$ cat config.mk
export PLATFORM = sky130hd
export DESIGN_NAME = bypass_wb_ctrl
export DESIGN_NICKNAME = d
export VERILOG_FILES = /design/src/rtl/bwc_pkg.sv /design/src/rtl/bwc_tag_pipe.sv /design/src/rtl/bwc_drain_fsm.sv /design/src/rtl/bwc_operand_sel.sv /design/src/rtl/bypass_wb_ctrl.sv
export SDC_FILE = /design/constraint.sdc
export NUM_CORES = 1
export LEC_CHECK = 0
export BUFFER_PORTS_ARGS = -buffer_cell sky130_fd_sc_hd__buf_4
export CORE_MARGIN = 4
export CORE_UTILIZATION = 64
export CTS_CLUSTER_SIZE = 24
export DETAILED_ROUTE_END_ITERATION = 6
export PLACE_DENSITY = 0.88
export SETUP_SLACK_MARGIN = 0.4
export SLEW_MARGIN = 20
export SYNTH_ARGS = -nofsm -noshare
export SYNTH_HDL_FRONTEND = slang
export SYNTH_HIERARCHICAL = 1
export SYNTH_SLANG_ARGS = --single-unit
export TNS_END_PERCENT = 30
$ cat constraint.sdc
create_clock -name clk -period 2.98 [get_ports clk]
set_input_delay 0.298 -clock clk [delete_from_list [all_inputs] [get_ports clk]]
set_output_delay 0.298 -clock clk [all_outputs]
set_load 0.05 [all_outputs]
$ cat src/rtl/bwc_pkg.sv
package bwc_pkg;

    typedef enum logic [1:0] {
        SRC_RF    = 2'd0,
        SRC_EXEX  = 2'd1,
        SRC_MEMEX = 2'd2,
        SRC_MEMID = 2'd3
    } src_e;

    typedef enum logic {
        ST_RUN   = 1'b0,
        ST_DRAIN = 1'b1
    } drain_e;

endpackage

$ cat src/rtl/bwc_tag_pipe.sv
module bwc_tag_pipe #(
    parameter int LANES = 4,
    parameter int AW    = 6
) (
    input  logic                  clk,
    input  logic                  rst_n,
    input  logic                  stall,
    input  logic [LANES-1:0]      in_valid,
    input  logic [LANES-1:0]      in_wr,
    input  logic [LANES-1:0]      in_winh,
    input  logic [LANES*AW-1:0]   in_dst,
    output logic [LANES-1:0]      ex_v,
    output logic [LANES-1:0]      ex_w,
    output logic [LANES*AW-1:0]   ex_d,
    output logic [LANES-1:0]      mem_v,
    output logic [LANES-1:0]      mem_w,
    output logic [LANES*AW-1:0]   mem_d,
    output logic [LANES-1:0]      wb_v,
    output logic [LANES-1:0]      wb_w,
    output logic [LANES-1:0]      wb_i,
    output logic [LANES*AW-1:0]   wb_d
);
    localparam int STAGES = 3;

    logic [LANES-1:0]    v_q [STAGES];
    logic [LANES-1:0]    w_q [STAGES];
    logic [LANES-1:0]    i_q [STAGES];
    logic [LANES*AW-1:0] d_q [STAGES];

    always_ff @(posedge clk or negedge rst_n) begin
        if (!rst_n) begin
            for (int s = 0; s < STAGES; s++) begin
                v_q[s] <= '0;
                w_q[s] <= '0;
                i_q[s] <= '0;
                d_q[s] <= '0;
            end
        end else if (!stall) begin
            v_q[0] <= in_valid;
            w_q[0] <= in_wr;
            i_q[0] <= in_winh;
            d_q[0] <= in_dst;
            for (int s = 1; s < STAGES; s++) begin
                v_q[s] <= v_q[s-1];
                w_q[s] <= w_q[s-1];
                i_q[s] <= i_q[s-1];
                d_q[s] <= d_q[s-1];
            end
        end
    end

    assign ex_v  = v_q[0];
    assign ex_w  = w_q[0];
    assign ex_d  = d_q[0];
    assign mem_v = v_q[1];
    assign mem_w = w_q[1];
    assign mem_d = d_q[1];
    assign wb_v  = v_q[2];
    assign wb_w  = w_q[2];
    assign wb_i  = i_q[2];
    assign wb_d  = d_q[2];

    // A stalled cycle must leave the writeback tags untouched
    assert_stall_hold_R8: assert property (@(posedge clk) disable iff (!rst_n)
        stall |=> ($stable(wb_v) && $stable(wb_d) && $stable(mem_v) && $stable(ex_v)));

endmodule

$ cat src/rtl/bwc_drain_fsm.sv
module bwc_drain_fsm
    import bwc_pkg::*;
#(
    parameter int DRAIN_CYC = 3
) (
    input  logic clk,
    input  logic rst_n,
    input  logic stall,
    input  logic trig,
    output logic force_wb
);
    localparam int CW = $clog2(DRAIN_CYC + 1);
    localparam logic [CW-1:0] CNT_LOAD = CW'(DRAIN_CYC);
    localparam logic [CW-1:0] CNT_ONE  = CW'(1);

    drain_e        state_q, state_n;
    logic [CW-1:0] cnt_q, cnt_n;

    always_ff @(posedge clk or negedge rst_n) begin
        if (!rst_n) begin
            state_q <= ST_RUN;
            cnt_q   <= '0;
        end else begin
            state_q <= state_n;
            cnt_q   <= cnt_n;
        end
    end

    always_comb begin
        state_n = state_q;
        cnt_n   = cnt_q;
        unique case (state_q)
            ST_RUN: begin
                if (trig) begin
                    state_n = ST_DRAIN;
                    cnt_n   = CNT_LOAD;
                end
            end
            ST_DRAIN: begin
                if (trig) begin
                    cnt_n = CNT_LOAD;
                end else if (!stall) begin
                    if (cnt_q == CNT_ONE) begin
                        state_n = ST_RUN;
                        cnt_n   = '0;
                    end else begin
                        cnt_n = cnt_q - CNT_ONE;
                    end
                end
            end
            default: begin
                state_n = ST_RUN;
                cnt_n   = '0;
            end
        endcase
    end

    always_comb begin
        unique case (state_q)
            ST_RUN:   force_wb = trig;
            ST_DRAIN: force_wb = 1'b1;
            default:  force_wb = 1'b1;
        endcase
    end

    assert_trig_holds_R7: assert property (@(posedge clk) disable iff (!rst_n)
        trig |=> force_wb);

    assert_drain_count_R7: assert property (@(posedge clk) disable iff (!rst_n)
        (state_q == ST_DRAIN) |-> (cnt_q != '0));

    assert_drain_ends_R7: assert property (@(posedge clk) disable iff (!rst_n)
        (state_q == ST_DRAIN && cnt_q == CNT_ONE && !stall && !trig) |=> (state_q == ST_RUN));

endmodule

$ cat src/rtl/bwc_operand_sel.sv
module bwc_operand_sel
    import bwc_pkg::*;
#(
    parameter int   LANES = 4,
    parameter int   AW    = 6,
    parameter bit   EXACT = 1'b1
) (
    input  logic [AW-1:0]         src,
    input  logic                  rd_inh,
    input  logic [LANES-1:0]      ex_v,
    input  logic [LANES-1:0]      ex_w,
    input  logic [LANES*AW-1:0]   ex_d,
    input  logic [LANES-1:0]      mem_v,
    input  logic [LANES-1:0]      mem_w,
    input  logic [LANES*AW-1:0]   mem_d,
    input  logic [LANES-1:0]      wb_v,
    input  logic [LANES-1:0]      wb_w,
    input  logic [LANES*AW-1:0]   wb_d,
    output src_e                  sel,
    output logic                  miss
);
    logic [LANES-1:0] hit_ex, hit_mem, hit_wb;
    logic             path_ok;

    for (genvar l = 0; l < LANES; l++) begin : g_cmp
        assign hit_ex[l]  = ex_v[l]  & ex_w[l]  & (ex_d[l*AW +: AW]  == src);
        assign hit_mem[l] = mem_v[l] & mem_w[l] & (mem_d[l*AW +: AW] == src);
        assign hit_wb[l]  = wb_v[l]  & wb_w[l]  & (wb_d[l*AW +: AW]  == src);
    end

    always_comb begin
        if (|hit_ex)       sel = SRC_EXEX;
        else if (|hit_mem) sel = SRC_MEMEX;
        else if (|hit_wb)  sel = SRC_MEMID;
        else               sel = SRC_RF;
    end

    if (EXACT) begin : g_exact
        assign path_ok = (sel == SRC_EXEX) || (sel == SRC_MEMEX);
    end else begin : g_inexact
        assign path_ok = (sel != SRC_RF);
    end

    assign miss = rd_inh & ~path_ok;

endmodule

$ cat src/rtl/bypass_wb_ctrl.sv
module bypass_wb_ctrl
    import bwc_pkg::*;
#(
    parameter int LANES     = 4,
    parameter int NSRC      = 2,
    parameter int AW        = 6,
    parameter int DRAIN_CYC = 3,
    parameter bit EXACT     = 1'b1
) (
    input  logic                        clk,
    input  logic                        rst_n,
    input  logic                        stall,
    input  logic                        exc_req,
    input  logic                        irq_req,
    input  logic                        imiss_req,
    input  logic [LANES-1:0]            id_valid,
    input  logic [LANES*AW-1:0]         id_dst,
    input  logic [LANES-1:0]            id_wr,
    input  logic [LANES-1:0]            id_winh,
    input  logic [LANES*NSRC*AW-1:0]    id_src,
    input  logic [LANES*NSRC-1:0]       id_rinh,
    output logic [LANES*NSRC*AW-1:0]    rf_raddr,
    output logic [LANES*NSRC*2-1:0]     op_sel,
    output logic [LANES*NSRC-1:0]       inh_miss,
    output logic [LANES-1:0]            rf_we,
    output logic [LANES*AW-1:0]         rf_waddr,
    output logic                        force_wb
);
    localparam int OPS = LANES * NSRC;

    logic [LANES-1:0]    ex_v, ex_w, mem_v, mem_w, wb_v, wb_w, wb_i;
    logic [LANES*AW-1:0] ex_d, mem_d, wb_d;
    logic [OPS*AW-1:0]   raddr_q;
    logic                trig;
    logic                past_ok;

    assign trig = exc_req | irq_req | imiss_req;

    bwc_tag_pipe #(.LANES(LANES), .AW(AW)) u_tags (
        .clk(clk), .rst_n(rst_n), .stall(stall),
        .in_valid(id_valid), .in_wr(id_wr), .in_winh(id_winh), .in_dst(id_dst),
        .ex_v(ex_v), .ex_w(ex_w), .ex_d(ex_d),
        .mem_v(mem_v), .mem_w(mem_w), .mem_d(mem_d),
        .wb_v(wb_v), .wb_w(wb_w), .wb_i(wb_i), .wb_d(wb_d)
    );

    bwc_drain_fsm #(.DRAIN_CYC(DRAIN_CYC)) u_drain (
        .clk(clk), .rst_n(rst_n), .stall(stall), .trig(trig), .force_wb(force_wb)
    );

    for (genvar k = 0; k < OPS; k++) begin : g_op
        localparam int LN = k / NSRC;
        logic  inh_eff;
        src_e  sel;

        assign inh_eff = id_valid[LN] & id_rinh[k] & ~force_wb;

        bwc_operand_sel #(.LANES(LANES), .AW(AW), .EXACT(EXACT)) u_sel (
            .src(id_src[k*AW +: AW]), .rd_inh(inh_eff),
            .ex_v(ex_v), .ex_w(ex_w), .ex_d(ex_d),
            .mem_v(mem_v), .mem_w(mem_w), .mem_d(mem_d),
            .wb_v(wb_v), .wb_w(wb_w), .wb_d(wb_d),
            .sel(sel), .miss(inh_miss[k])
        );

        assign op_sel[k*2 +: 2]     = sel;
        assign rf_raddr[k*AW +: AW] = inh_eff ? raddr_q[k*AW +: AW] : id_src[k*AW +: AW];

        assert_raddr_hold_R3: assert property (@(posedge clk) disable iff (!rst_n)
            (past_ok && inh_eff) |-> (rf_raddr[k*AW +: AW] == $past(rf_raddr[k*AW +: AW])));

        assert_rf_sel_miss_R4: assert property (@(posedge clk) disable iff (!rst_n)
            (inh_eff && sel == SRC_RF) |-> inh_miss[k]);
    end

    always_ff @(posedge clk or negedge rst_n) begin
        if (!rst_n) begin
            raddr_q <= '0;
            past_ok <= 1'b0;
        end else begin
            raddr_q <= rf_raddr;
            past_ok <= 1'b1;
        end
    end

    for (genvar i = 0; i < LANES; i++) begin : g_wb
        assign rf_we[i] = wb_v[i] & wb_w[i] & (~wb_i[i] | force_wb) & ~stall;

        assert_forced_write_R6: assert property (@(posedge clk) disable iff (!rst_n)
            (force_wb && !stall && wb_v[i] && wb_w[i]) |-> rf_we[i]);
    end

    assign rf_waddr = wb_d;

    assert_no_write_stall_R8: assert property (@(posedge clk) disable iff (!rst_n)
        stall |-> (rf_we == '0));

    assert_force_no_miss_R6: assert property (@(posedge clk) disable iff (!rst_n)
        force_wb |-> (inh_miss == '0));

    assert_trig_forces_R6: assert property (@(posedge clk) disable iff (!rst_n)
        trig |-> force_wb);

endmodule

== Word level (Yosys, flattened, before mapping) ==
Cells that the tools add are included.

* Register bits: 159

* Reduce and logical (&&, ||, !) cells: 33
* $add $sub $neg: 1
* Equal/unequal tests: 115
* Bitwise operators: 161
* Mux-type cells: 43

{| class="wikitable"
|+ Operators by type and width
! operator !! number
|-
| $eq A6 B6 Y1 || 96
|-
| $and A1 B1 Y1 || 140
|-
| $reduce_or A4 Y1 || 24
|-
| $mux W2 || 28
|-
| $mux W6 || 8
|-
| $eq A2 B1 Y1 const B || 9
|-
| $eq A2 B2 Y1 const B || 8
|-
| $not A1 Y1 || 15
|-
| $logic_or A1 B1 Y1 || 8
|-
| $or A1 B1 Y1 || 6
|-
| $mux W1 || 4
|-
| $pmux W1 S2 || 2
|-
| $pmux W2 S2 || 1
|-
| $ne A3 B2 Y1 const B || 1
|-
| $ne A2 B1 Y1 const B || 1
|-
| $reduce_and A2 Y1 || 1
|-
| $sub A2 B1 Y2 const B || 1
|}

== Logic depth before layout (Yosys ltp) ==
Gate-level depths: netlist of run 1.

* Word-level depth: 10
* Mapped depth: 7

== Modules after synthesis ==
Netlist of run 1, hierarchy kept.

{| class="wikitable"
|+ By module, submodules not included
! module !! instances !! seq. area each (um2) !! area each (um2) !! cells an instance
|-
| bwc_operand_sel || 8 || 0.0 || 945.9 || 123
|-
| bwc_tag_pipe || 1 || 2702.6 || 4108.9 || 232
|-
| bypass_wb_ctrl || 1 || 1201.2 || 2092.0 || 126
|-
| bwc_drain_fsm || 1 || 75.1 || 166.4 || 15
|}

== Least setup slack after synthesis of run 1 ==
OpenSTA, ideal clock, no wires.

* Path type: input to output
* Start: input irq_req
* End: output inh_miss[2]
* Required time: 2.682 ns
* Buffers on the path: 1
* Cell stages on the path: 7
* Setup slack: -0.025 ns
* Arrival: 2.707 ns
* Cell sequence: or3_1 > or2_2 > buf_6 > nand3b_4 > inv_1 > inv_1 > nor3_1

* Cells in the longest elaborated chain, start to end: 6

{| class="wikitable"
|+ Ends and longest elaborated chain
! item !! line !! RTL
|-
| from (decl) || bypass_wb_ctrl.sv:14 || <nowiki>input logic irq_req,</nowiki>
|-
| $or A1 B1 Y1 (2 in series) || bypass_wb_ctrl.sv:37 || <nowiki>assign trig = exc_req | irq_req | imiss_req;</nowiki>
|-
| $pmux W1 S2 || bwc_drain_fsm.sv:59 || <nowiki>unique case (state_q)</nowiki>
|-
| net force_wb || bypass_wb_ctrl.sv:27 || <nowiki>output logic force_wb</nowiki>
|-
| $not A1 Y1 || bypass_wb_ctrl.sv:56 || <nowiki>assign inh_eff = id_valid[LN] & id_rinh[k] & ~force_wb;</nowiki>
|-
| $and A1 B1 Y1 || bypass_wb_ctrl.sv:56 ||
|-
| net g_op[2].inh_eff || bypass_wb_ctrl.sv:53 || <nowiki>logic inh_eff;</nowiki>
|-
| $and A1 B1 Y1 || bwc_operand_sel.sv:44 || <nowiki>assign miss = rd_inh & ~path_ok;</nowiki>
|-
| to (decl) || bypass_wb_ctrl.sv:24 || <nowiki>output logic [LANES*NSRC-1:0] inh_miss,</nowiki>
|}

The timed path passes the listed nets, and every way through them passes these cells.

== Worst setup path in the final report of run 1 ==
* Start: register u_tags.d_q (netlist bit u_tags/mem_d[7])
* End: output op_sel[1]

* Cells in the longest elaborated chain, start to end: 5

{| class="wikitable"
|+ Ends and longest elaborated chain
! item !! line !! RTL
|-
| from (decl) || bwc_tag_pipe.sv:28 || <nowiki>logic [LANES*AW-1:0] d_q [STAGES];</nowiki>
|-
| from (signal, indexed assignment) || bwc_tag_pipe.sv:47 || <nowiki>d_q[s] <= d_q[s-1];</nowiki>
|-
| $eq A6 B6 Y1 || bwc_operand_sel.sv:27 || <nowiki>assign hit_mem[l] = mem_v[l] & mem_w[l] & (mem_d[l*AW +: AW] == src);</nowiki>
|-
| $and A1 B1 Y1 || bwc_operand_sel.sv:27 ||
|-
| $reduce_or A4 Y1 || bwc_operand_sel.sv:33 || <nowiki>else if (|hit_mem) sel = SRC_MEMEX;</nowiki>
|-
| $mux W2 || bwc_operand_sel.sv:33 ||
|-
| $mux W2 || bwc_operand_sel.sv:32 || <nowiki>if (|hit_ex) sel = SRC_EXEX;</nowiki>
|-
| to (decl) || bypass_wb_ctrl.sv:23 || <nowiki>output logic [LANES*NSRC*2-1:0] op_sel,</nowiki>
|}

No other way between the ends.

==> results of run 1 <==
-- layout make-up --
class / count / area, sq um
fillers: 1284 / 4610
inverters: 19 / 71.3
clock inverters: 15 / 164
flip-flops and latches: 159 / 4050
clock buffers: 17 / 425
multi-input cells: 1114 / 9560
repair buffers: 249 / 1990
well taps: 275 / 344
-- critical path, cell delays in order, from the launching register on --
cell and delay [ns]:
dfrtp_2 0.50, buf_6 0.18, xor2_2 0.16, nor4_1 0.25
nand4_1 0.41, and3_1 0.34, a21oi_1 0.13, buf_4 0.23
-- stage by stage --
step | util, % | power (mW)
4_1_cts | 77.3 | 8.70
3_5_place_dp | 72.0 | 6.29
3_3_place_gp | 72.0 | 6.15
5_1_grt | 78.3 | 9.26
6_report | 78.3 | 9.04
2_1_floorplan | - | 5.27
-- per-layer routing --
metal / wire length, um / part of all wire, %
met4: 5260 / 9.6
met2: 22900 / 42
met3: 8790 / 16
met5: 0 / 0
met1: 17900 / 33
-- cell usage in the layout, fill, tap and decap left out, types with 44 or more instances in the layout --
cell type	instances
buf_4	229
dfrtp_1	100
dfrtp_2	59
mux2_2	112
mux2_4	44
nand2_1	68
nand3_1	69
nand4_1	56
nor4_1	72
xnor2_1	272
xor2_1	303
-- registers in the layout (all words and copies together) (netlist names), 8 cells and up --
signal	cells
raddr_q	48
u_tags/ex_d	24
u_tags/mem_d	24
u_tags/wb_d	24
u_tags/i_q	8
-- power by group through the flow --
stage          Clock [mW]  Combinational [mW]  Sequential, mW
3_3_place_gp            0                2.81            3.34
3_5_place_dp            0                2.92            3.36
6_report             2.24                3.41            3.39
4_1_cts              2.22                3.18            3.31
5_1_grt              2.32                3.56            3.38
2_1_floorplan           0                2.02            3.25
-- repair_timing --
item	4_1_cts	5_1_grt
cloned	0	0
endpoints found under the hold margin	58	0
resized for setup	101	15
pin swaps	35	13
setup endpoints to repair	24	36
buffers inserted	24	14
hold buffers	1	0
-- logic make-up (layout without fill, tap and decap cells) --
group           count (synthesis)  after routing  synth area share, %
xor+xnor                      576            576                 36.2
buf+inv                        84            300                 5.08
compound gates                 27             27                 1.36
fa+ha+maj                       1              1               0.0898
simple gates                  354            354                 14.9
flops                         159            159                 28.6
mux                           156            156                 13.8
-- worst paths after layout --
| check | from | to | slack (ns) | cells past startpoint |
|---|---|---|---|---|
| max in group asynchronous | rst_n | u_tags/mem_d[1] | 1.73 | 3 |
| min | id_wr[2] | u_tags/ex_w[2] | 0.07 | 2 |
| max | u_tags/mem_d[7] | op_sel[1] | 0.03 | 7 |
| max reg2reg | u_drain/state_q | raddr_q[4] | 1.24 | 3 |
| min reg2reg | raddr_q[40] | raddr_q[40] | 0.50 | 1 |
| min in group asynchronous | rst_n | raddr_q[14] | 0.41 | 2 |
==> results.cfg, run 1 <==
[run_status]
outcome = finished, violations left
violations_in_the_final_reports = DRC

[final_layout]
post_layout_nonfiller_instances = 1848
finalInstanceArea_sq_um = 16600
antenna_cells_inserted = 0
design.final.nets = 1659
flow.area_growth_from_synthesis_pct = 19.2
drive_above_1_share_pct = 35.6

[synth]
synth_top_cell_area_share_pct = 28.6
post_synth.cell_area_avg_sq_um = 10.3
synthMostInstantiatedCell = xor2_1
synth-warning-count = 6
synth_enable_flop_cells = 0
asyncSetResetFlopFracSynth_pct = 100
synth-seq-area-share_pct = 28.6
syn-instance-count = 1357
ys_top_cells_by_area = dfrtp_1, xor2_1, xnor2_1
synth_cell_type_count = 31
synthTopCellsByCount = xor2_1, xnor2_1, dfrtp_1, mux2_2, nor4_1
syn_nets = 1456
synth-seq-cells = 159
synth_area_leader_cell = dfrtp_1
dominantRegCellSynth = dfrtp_1
combined_area_of_all_synthesized_cells_sq_um = 13900

[power]
power_report.internal_total_mw = 5.07
static-leakage-power_nw = 6.84
power.combinational.fraction_pct = 37.7
power.density_cell_area_nw_per_um2 = 544
largest_vdd_supply_drop_mv = 0.334
sequentialPowerShare_pct = 37.5
power.switching_mw = 3.97
power.clock.fraction_pct = 24.7
power_switching_share_pct = 43.9

[place]
port_buffers = 198
instance_count_after_placement_with_tap_cells_included = 1777
pre_cts_ws_ns = 0.487
dpl-instance-area_sq_um = 15300
gp_congestion = 1.01
dpl.hpwl_um = 33200

[grt]
use_met1_pct = 52.1
global_route.overflow_total = 0
gr-usage-all-layers_pct = 43.8
grt_start_max_net_pins = 75
via_count_of_the_first_global_routing_pass = 13300
grt_first_pass_wirelength_um = 80400
gr-max-usage-layer = met2
groute.layer.met3.usage_pct = 16.9
use_met2_pct = 64.4
antenna_violations_before_repair = 0

[cts]
clkSinkCount = 159
cts_buffer_depth = 2
number_of_buffers_created_by_cts = 17
clockRootBuffer = clkbuf_16
clock_tree.htree_level_count = 4
clkTransAtPathRegs_ns = 0.07
insertion_delay_ns = 0.46
tritoncts = built

[worst_setup_path]
timing.setup.critical_path_class = register to output port
critPathCaptureType = output port
startpoint_types = register
arrival_time_of_the_worst_setup_path_ns = 2.65
cp_data_required_time_ns = 2.68
path_max_fanout = 5

[detailed_routing]
wirelength_um = 54800
detailedRoute.firstIterationViolations = 2557
viasPerCell = 7.13
detail_route.drc_violations = 19
ant_nets = 0
vias = 13200
wire_per_inst_um = 29.6
detail_route.first_pass.iterations = 7

[sta]
final-max-slew-violation-count = 0
period_minus_slack_ns = 2.95
timing.setup.tns_ns = 0
finalCritPeriodShare_pct = 99.1
rsz0062_at_grt = yes
setup_viol = 0
worst_clock_skew_ns = 0.0115
count_of_final_hold_check_violations = 0
finalHoldWorstSlack_ns = 0.0700
worst_rel_slew_slack_pct = 32.1
maxClockFrequency_mhz = 339
final.setup.worst_slack_ns = 0.0277
worst_slew_pin_slew_ns = 1.02

[floorplan]
dieArea_sq_um = 24200
placeableCoreArea_sq_um = 21200
boundaryPins = 199
rows = 53
start_util_pct = 65.7
fp.dieH_um = 156
chipWidth_um = 156

[flow_run]
cap_violations = 0

[hold_path]
hold_crit_path_type = input pin to register
(Power assumes the default switching activity.)
==> run 2: changes to the inputs <==
--- a/config.mk
+++ b/config.mk
@@ -7,10 +7,9 @@
 export LEC_CHECK = 0
 export BUFFER_PORTS_ARGS = -buffer_cell sky130_fd_sc_hd__buf_4
 export CORE_MARGIN = 4
-export CORE_UTILIZATION = 64
+export CORE_UTILIZATION = 35
 export CTS_CLUSTER_SIZE = 24
 export DETAILED_ROUTE_END_ITERATION = 6
-export PLACE_DENSITY = 0.88
 export SETUP_SLACK_MARGIN = 0.4
 export SLEW_MARGIN = 20
 export SYNTH_ARGS = -nofsm -noshare
==> results.cfg, run 2 (synthesis gave the netlist of run 1 again) <==
[detailed_routing]
viasPerCell = 5.64
wire_per_inst_um = 26.3
wirelength_um = 55700
ant_nets = 0
detailedRoute.firstIterationViolations = 1367
detail_route.first_pass.iterations = 5
detail_route.drc_violations = 0
vias = 12000

[final_layout]
flow.area_growth_from_synthesis_pct = 23.9
area_of_the_multi_input_gates_sq_um = 9650
max_flop_register = raddr_q
largest_register_ffs = 48
drive_above_1_share_pct = 38.5
highest_count_cells_in_the_layout_ignoring_fill_and_taps = xor2_1, xnor2_1, buf_4
commonest_non_fill_non_tap_cell_in_the_layout = xor2_1
filler_cell_count = 3688
design.final.nets = 1685
seq_area_sq_um = 4080

[place]
dpl.hpwl_um = 37000
gp_congestion = 0.942
port_buffers = 198

[worst_setup_path]
critPathSlowestCell = dfrtp_2
timing.setup.critical_path_class = register to output port
r2r_slack_ns = 1.37
arrival_time_of_the_worst_setup_path_ns = 2.39
r2r_start = u_drain/state_q
worst_r2r_endpoint = raddr_q[8]
crit_path_max_incr_delay_ns = 0.48
startpoint_types = register
path_max_fanout = 5
cp_data_required_time_ns = 2.68
worstPathCellList = xor2_1, nor4_2, a22oi_1, and3_1, a21oi_1, buf_4
critPathCaptureType = output port
number_of_cell_instances_on_the_worst_register_to_register_path = 3

[sta]
count_of_final_hold_check_violations = 0
finalHoldWorstSlack_ns = 0.0576
finalCritPeriodShare_pct = 90.3
worst_slew_pin_slew_ns = 0.666
maxClockFrequency_mhz = 371
period_minus_slack_ns = 2.69
setup_viol = 0
worst_rel_slew_slack_pct = 55.6
rsz0062_at_grt = yes
worst_clock_skew_ns = 0.0104
final-max-slew-violation-count = 0
timing.setup.tns_ns = 0

[grt]
grt_start_max_net_pins = 78
grt_first_pass_wirelength_um = 80500
antenna_violations_before_repair = 1
global_route.overflow_total = 0
gr-usage-all-layers_pct = 24.7
via_count_of_the_first_global_routing_pass = 11900

[floorplan]
fp.dieH_um = 208
rows = 72
chipWidth_um = 208
placeableCoreArea_sq_um = 39000
boundaryPins = 199
start_util_pct = 35.7
dieArea_sq_um = 43100

[cts]
clockRootBuffer = clkbuf_16
number_of_buffers_created_by_cts = 17
insertion_delay_ns = 0.46
clkSinkCount = 159
clock_tree.htree_level_count = 4
cts_buffer_depth = 2
tritoncts = built
clkTransAtPathRegs_ns = 0.08

[hold_path]
worst_hold_path.endpoint = u_tags/ex_d[16]
min_path_cells = 2
min-delay-start = id_dst[16]
hold_crit_path_type = input pin to register

[run_status]
outcome = finished clean

[power]
static-leakage-power_nw = 6.98
largest_vdd_supply_drop_mv = 0.393
power.density_cell_area_nw_per_um2 = 524

[flow_run]
cap_violations = 0
-- run 2: cell types whose count changed in the layout (fill, tap and decap cells not counted), sizes merged --
cell and change:
diode +1, buf +26, clkbuf +1, clkinvlp -2, bufinv +1
-- run 2: per-layer routing --
metal	vias to the layer above	routed length [um]	GRT usage (%)
li1	5140	-	-
met1	5982	22900	33.1
met2	702	25000	38.2
met3	130	5680	6.17
met4	0	2090	9.76
met5	-	0	0
-- run 2: worst max path at each step --
stage	from	slack, ns	endpoint	depth (start not counted)
3_3_place_gp	irq_req	0.45	inh_miss[1]	8
2_1_floorplan	irq_req	0.01	inh_miss[4]	7
5_1_grt	u_tags/mem_d[17]	0.21	inh_miss[4]	7
4_1_cts	u_tags/mem_d[7]	0.29	op_sel[9]	7
6_report	u_tags/mem_d[12]	0.29	op_sel[1]	6
3_5_place_dp	irq_req	0.40	inh_miss[0]	8
-- run 2: stage by stage --
step                      utilization (%)  cell area [sq um]  setup WS [ns]  power (mW)  cells
after global placement               40.1              15700          0.453        6.29   2028
final                                44.2              17300          0.288        9.05   2118
after detailed placement             40.1              15700          0.404        6.38   2028
after floorplan                         -              14000         0.0128        5.27   1357
after global routing                 44.2              17300          0.209        9.41   2117
after CTS                            42.9              16700          0.293        8.83   2086
-- run 2: cell type report --
type                            instances  share of cell area, %
Timing Repair Buffer                  275                   12.9
Antenna cell                            1                 0.0145
Sequential cell                       159                   23.7
Clock inverter                         14                  0.848
Clock buffer                           18                   2.49
Tap cell                              518                   3.76
Multi-Input combinational cell       1114                   55.9
Inverter                               19                  0.413
-- run 2: what timing repair did --
item                                    in CTS  in global routing
hold buffers                                 1                  0
setup buffers                               25                 31
hold endpoints to repair                    20                  0
endpoints found under the setup margin      36                 24
resized for setup                           97                 59
pin swaps                                   32                 29
-- run 2: worst max-delay path: cells and delay by family, from the launching register on --
kind,cells,cell delay [ns]
simple gates,2,0.68
flops,1,0.48
compound gates,2,0.36
buf+inv,1,0.23
xor+xnor,1,0.18
-- run 2: power breakdown --
part           leakage [nW]  switching (mW)  internal, mW
Clock                 0.288            1.07          1.18
Sequential             1.78           0.959          2.43
Combinational          4.92            1.82          1.58
Total                  6.98            3.85          5.20
